<file path="config.mk">
export PLATFORM = sky130hd
export DESIGN_NAME = vremap_top
export DESIGN_NICKNAME = d
export VERILOG_FILES = /design/src/rtl/vremap_pkg.sv /design/src/rtl/vremap_regs.sv /design/src/rtl/vremap_xlate.sv /design/src/rtl/vremap_top.sv
export SDC_FILE = /design/constraint.sdc
export NUM_CORES = 1
export LEC_CHECK = 0
export ABC_CLOCK_PERIOD_IN_PS = 1300
export BUFFER_PORTS_ARGS = -buffer_cell sky130_fd_sc_hd__buf_2
export CORE_AREA = 4 4 50 52
export CTS_BUF_LIST = sky130_fd_sc_hd__clkbuf_4 sky130_fd_sc_hd__clkbuf_8
export DETAILED_ROUTE_END_ITERATION = 12
export DIE_AREA = 0 0 54 56
export PLACE_DENSITY = 0.78
export SLEW_MARGIN = 20
export SYNTH_ARGS = -nofsm -noshare
export SYNTH_HDL_FRONTEND = slang
export SYNTH_HIERARCHICAL = 1
export SYNTH_SLANG_ARGS = --single-unit
</file>
<file path="constraint.sdc">
create_clock -name clk -period 1.3 [get_ports clk]
set_input_delay 0.065 -clock clk [delete_from_list [all_inputs] [get_ports clk]]
set_output_delay 0.065 -clock clk [all_outputs]
set_load 0.03 [all_outputs]
</file>
<file path="src/rtl/vremap_pkg.sv">
package vremap_pkg;

    typedef enum logic [2:0] {
        RGN_NONE  = 3'd0,
        RGN_BOOT  = 3'd1,
        RGN_FLASH = 3'd2,
        RGN_SRAM  = 3'd3,
        RGN_EXT   = 3'd4
    } rgn_e;

    typedef enum logic [1:0] {
        MAP_BOOT  = 2'b00,
        MAP_FLASH = 2'b01,
        MAP_SRAM  = 2'b10,
        MAP_EXT   = 2'b11
    } map_e;

    typedef enum logic {
        ST_IDLE = 1'b0,
        ST_ACK  = 1'b1
    } bus_st_e;

endpackage

</file>
<file path="src/rtl/vremap_regs.sv">
module vremap_regs
    import vremap_pkg::*;
#(
    parameter int DW = 8
) (
    input  logic          clk,
    input  logic          rst_n,
    input  logic          sel,
    input  logic          wr,
    input  logic [DW-1:0] wdata,
    output logic [DW-1:0] rdata,
    output logic          ack,
    output map_e          mode
);

    localparam int RSV_W = DW - 2;

    bus_st_e state, state_nx;

    // state register and mode capture
    always_ff @(posedge clk or negedge rst_n) begin
        if (!rst_n) begin
            state <= ST_IDLE;
            mode  <= MAP_BOOT;
        end else begin
            state <= state_nx;
            if (state == ST_IDLE && sel && wr)
                mode <= map_e'(wdata[1:0]);
        end
    end

    always_comb begin
        state_nx = state;
        unique case (state)
            ST_IDLE: if (sel) state_nx = ST_ACK;   // accept
            ST_ACK:  state_nx = ST_IDLE;           // release
        endcase
    end

    // outputs
    always_comb begin
        ack   = 1'b0;
        rdata = '0;
        unique case (state)
            ST_IDLE: ;
            ST_ACK: begin
                ack   = 1'b1;
                rdata = {{RSV_W{1'b0}}, mode};
            end
        endcase
    end

endmodule

</file>
<file path="src/rtl/vremap_xlate.sv">
module vremap_xlate
    import vremap_pkg::*;
#(
    parameter int          AW         = 32,
    parameter int          WIN_BYTES  = 64,
    parameter int          RGN_AW     = 16,
    parameter bit          FLASHLESS  = 1'b0,
    parameter logic [31:0] BOOT_BASE  = 32'h1000_0000,
    parameter logic [31:0] FLASH_BASE = 32'h0000_0000,
    parameter logic [31:0] SRAM_BASE  = 32'h2000_0000,
    parameter logic [31:0] EXT_BASE   = 32'h8000_0000
) (
    input  map_e          mode,
    input  logic [AW-1:0] addr,
    output logic [2:0]    rgn,
    output logic [AW-1:0] addr_out
);

    localparam int WIN_AW = $clog2(WIN_BYTES);
    localparam int NRGN   = 4;
    localparam logic [AW-1:0] BASES [NRGN] = '{
        BOOT_BASE[AW-1:0], FLASH_BASE[AW-1:0],
        SRAM_BASE[AW-1:0], EXT_BASE[AW-1:0]
    };

    logic [NRGN-1:0] nat_hit;
    logic            in_win;
    logic [AW-1:0]   off;

    for (genvar i = 0; i < NRGN; i++) begin : g_nat
        assign nat_hit[i] = (addr[AW-1:RGN_AW] == BASES[i][AW-1:RGN_AW]);
    end

    assign in_win = (addr[AW-1:WIN_AW] == '0);
    assign off    = {{(AW-WIN_AW){1'b0}}, addr[WIN_AW-1:0]};

    always_comb begin
        rgn      = RGN_NONE;
        addr_out = addr;
        if (in_win) begin
            unique case (mode)
                MAP_BOOT: begin
                    rgn = RGN_BOOT;  addr_out = BASES[0] + off;
                end
                MAP_FLASH: begin
                    if (FLASHLESS) begin
                        rgn = RGN_BOOT;  addr_out = BASES[0] + off;
                    end else begin
                        rgn = RGN_FLASH; addr_out = BASES[1] + off;
                    end
                end
                MAP_SRAM: begin
                    rgn = RGN_SRAM;  addr_out = BASES[2] + off;
                end
                MAP_EXT: begin
                    rgn = RGN_EXT;   addr_out = BASES[3] + off;
                end
            endcase
        end else if (nat_hit[0]) rgn = RGN_BOOT;
        else if (nat_hit[1])     rgn = RGN_FLASH;
        else if (nat_hit[2])     rgn = RGN_SRAM;
        else if (nat_hit[3])     rgn = RGN_EXT;
    end

endmodule

</file>
<file path="src/rtl/vremap_top.sv">
module vremap_top
    import vremap_pkg::*;
#(
    parameter int          AW         = 32,
    parameter int          WIN_BYTES  = 64,
    parameter int          RGN_AW     = 16,
    parameter bit          FLASHLESS  = 1'b0,
    parameter logic [31:0] BOOT_BASE  = 32'h1000_0000,
    parameter logic [31:0] FLASH_BASE = 32'h0000_0000,
    parameter logic [31:0] SRAM_BASE  = 32'h2000_0000,
    parameter logic [31:0] EXT_BASE   = 32'h8000_0000
) (
    input  logic          clk,
    input  logic          rst_n,
    input  logic          cfg_sel,
    input  logic          cfg_wr,
    input  logic [7:0]    cfg_wdata,
    output logic [7:0]    cfg_rdata,
    output logic          cfg_ack,
    input  logic [AW-1:0] fetch_addr,
    output logic [2:0]    fetch_rgn,
    output logic [AW-1:0] fetch_addr_out
);

    map_e mode;

    vremap_regs #(.DW(8)) u_regs (
        .clk   (clk),
        .rst_n (rst_n),
        .sel   (cfg_sel),
        .wr    (cfg_wr),
        .wdata (cfg_wdata),
        .rdata (cfg_rdata),
        .ack   (cfg_ack),
        .mode  (mode)
    );

    vremap_xlate #(
        .AW(AW), .WIN_BYTES(WIN_BYTES), .RGN_AW(RGN_AW), .FLASHLESS(FLASHLESS),
        .BOOT_BASE(BOOT_BASE), .FLASH_BASE(FLASH_BASE),
        .SRAM_BASE(SRAM_BASE), .EXT_BASE(EXT_BASE)
    ) u_xlate (
        .mode     (mode),
        .addr     (fetch_addr),
        .rgn      (fetch_rgn),
        .addr_out (fetch_addr_out)
    );

endmodule

</file>
==> qor.yml <==
yosys:
  yosys_warnings: 6
  synthTopCellsByArea: "buf_4 15%, clkbuf_1 14%, dfrtp_1 13%, ha_1 6.3%, nor4_2 6.3%"
  synth_adder_area_share_pct: 6.29
  avgSynthCellArea_um2: 7.65
  synth_area_um2: 597
  synth-edff-count: 0
  synth_top_area_cell: "buf_4"
  synth_ff_type: "dfrtp_1"
  synthTopCellsByCount: "22 x clkbuf_1, 12 x buf_4, 7 x inv_1"
  synth_xor_area_share_pct: 0
  ys_seq_area_share_pct: 12.6
  synth_mux_area_share_pct: 5.03
  ys_types: 27
  async_flop_share_pct: 100
  synth_top_family_by_area: "buffers and inverters"
  synthCells: 78
  ys_seq_elements: 3
  synth-compound-area-share_pct: 11.7
  synth.most_common_cell: "clkbuf_1"
  post-synth-top-area-fraction_pct: 15.1
  synthSimpleGateAreaFrac_pct: 28.7
power_and_ir_drop:
  pwr-share-seq_pct: 15.1
  vdd_drop_max_v: 0.000522
  swShare_pct: 44.4
  p_sw_mw: 0.361
  power_density_nw_per_um2: 765
  p_leak_nw: 0.566
  comb_power_share_pct: 61.5
  clock_power_share_pct: 23.4
  p_total_mw: 0.813
  p_int_mw: 0.452
final_layout:
  nets: 177
  diodes: 0
  final_area_um2: 1060
  layout-drive-gt1-share_pct: 82.9
  fill_cells: 217
  multi_input_area_um2: 450
  regArea_um2: 75.1
  area_growth_pct: 78.0
route:
  antenna_left: 0
  route.vias.total: 691
  drt_pass1_iterations: 3
  drtIter0Drc: 5
  drc_errors: 0
  viasPerCell: 4.40
  wl_um: 2060
  wl_per_cell_um: 13.1
timing:
  skew_ns: 0.000314
  min_period_over_period_pct: 119
  hold_viol: 0
  hold_ws_ns: 0.0578
  tns_ns: -0.969
  max_freq_mhz: 647
  post-route-min-period_ns: 1.55
  rsz0062_at_grt: "true"
  setup_viol: 7
  slew_violations: 0
  setup_ws_ns: -0.246
die:
  die_w_um: 54
  start_util_pct: 28.3
  dieArea_um2: 3020
  core_um2: 2110
  fp.dieH_um: 56
  io-pin-count: 88
  rows: 17
global_route:
  grt_pass1_vias: 692
  grt_use_total_pct: 13.7
  grt_pass1_wl_um: 3140
  antenna_found_initial: 0
  grt_max_degree: 6
  grt_overflow: 0
worst_setup_path:
  critPathKind: "flip-flop to output pin"
  cp_num_buf_inv: 2
  crit_path_start: "u_regs/mode[1]"
  crit_path_start_kind: "flip-flop"
  required_ns: 1.24
  critical-path-max-stage-delay_ns: 0.42
  slowest_stage: "dfrtp_1"
  critPathTopFamily: "flip-flops"
  worstPathArrival_ns: 1.48
  worst-path-max-fanout: 3
  cp_cell_sequence: "inv_2 > ha_4 > nor3b_4 > a311oi_2 > buf_4"
  reg2reg_from: "u_regs/mode[1]"
  crit_path_end_kind: "output pin"
min_path:
  min_path_type: "input port to flip-flop"
  hp-start: "cfg_wdata[0]"
clocking:
  clockBufferDepth: 2
  cts.sinks: 3
  root_buffer: "clkbuf_4"
  cts_tree: "done"
  clk_pin_slew_ns: 0.04
  insertion_delay_ns: 0.24
  htreeDepth: 1
  cts-buffers-inserted: 3
placement:
  dp_hpwl_um: 1610
  gp_congestion: 0.811
  dpl_cell_area_um2: 845
  port_buffers: 63
run_status:
  status: "complete, but fails checks"
  violations: "setup timing"
run:
  cap_violations: 0
repair_timing:
item / in CTS / in global routing
hold buffers: 1 / 0
pin swaps: 10 / 3
endpoints found under the setup margin: 6 / 6
hold endpoints to repair: 3 / 0
gates resized for setup: 17 / 9
buffers inserted: 3 / 4
logic make-up after synthesis:
kind of cell / Yosys count
compound gates: 7
flops: 3
mux: 2
other cells: 1
simple gates: 20
fa+ha+maj: 3
buf+inv: 42
placed cells by master (no fill, tap or decap), types with 3 or more instances in the layout:
| master | n |
|---|---|
| buf_2 | 57 |
| buf_4 | 17 |
| conb_1 | 6 |
| clkbuf_4 | 4 |
| inv_2 | 4 |
| dfrtp_1 | 3 |
| nor4_4 | 3 |
| nor2_1 | 3 |
| inv_1 | 3 |
| ha_4 | 3 |
registers in the layout (all words and copies together) (netlist names):
| name | cells |
|---|---|
| u_regs/mode | 2 |
| u_regs/state | 1 |
path summary, 6_finish.rpt:
kind                             endpoint  slack (ns)  cells after the start
setup reg to reg           u_regs/mode[1]        0.24                      3
setup / recovery             fetch_rgn[1]       -0.25                      5
hold / removal             u_regs/mode[0]        0.06                      2
hold reg to reg              u_regs/state        0.65                      1
max in group asynchronous    u_regs/state        1.05                      2
min in group asynchronous  u_regs/mode[0]        0.15                      2
per-layer routing:
metal	vias to the layer above	global-route usage, %	part of all wire [%]
met1	321	12.9	30
met4	0	6.41	0.92
met3	2	4.29	12
li1	328	-	-
met2	40	25.3	57
met5	-	0	0
power by group through the flow:
stage | clock network (mW) | logic (mW) | registers, mW
final | 0.190 | 0.500 | 0.123
after CTS | 0.198 | 0.432 | 0.120
after global placement | 0 | 0.366 | 0.118
after global routing | 0.206 | 0.531 | 0.126
after floorplan | 0 | 0.281 | 0.126
after detailed placement | 0 | 0.376 | 0.119
stage by stage:
| step | instances | setup WS, ns | util [%] |
|---|---|---|---|
| 3_5_place_dp | 145 | -0.140 | 40.1 |
| 5_1_grt | 157 | -0.292 | 50.4 |
| 2_1_floorplan | 83 | -0.133 | - |
| 3_3_place_gp | 145 | -0.101 | 40.1 |
| 6_report | 157 | -0.246 | 50.4 |
| 4_1_cts | 153 | -0.187 | 46.3 |
layout make-up:
class                           instances  area share [%]
Multi-Input combinational cell         38            42.4
Timing Repair Buffer                   77            41.9
Sequential cell                         3            7.07
Tap cell                               28            3.30
Clock buffer                            4            2.83
Inverter                                7            2.47
No activity file was read; power rests on OpenSTA's default activity.
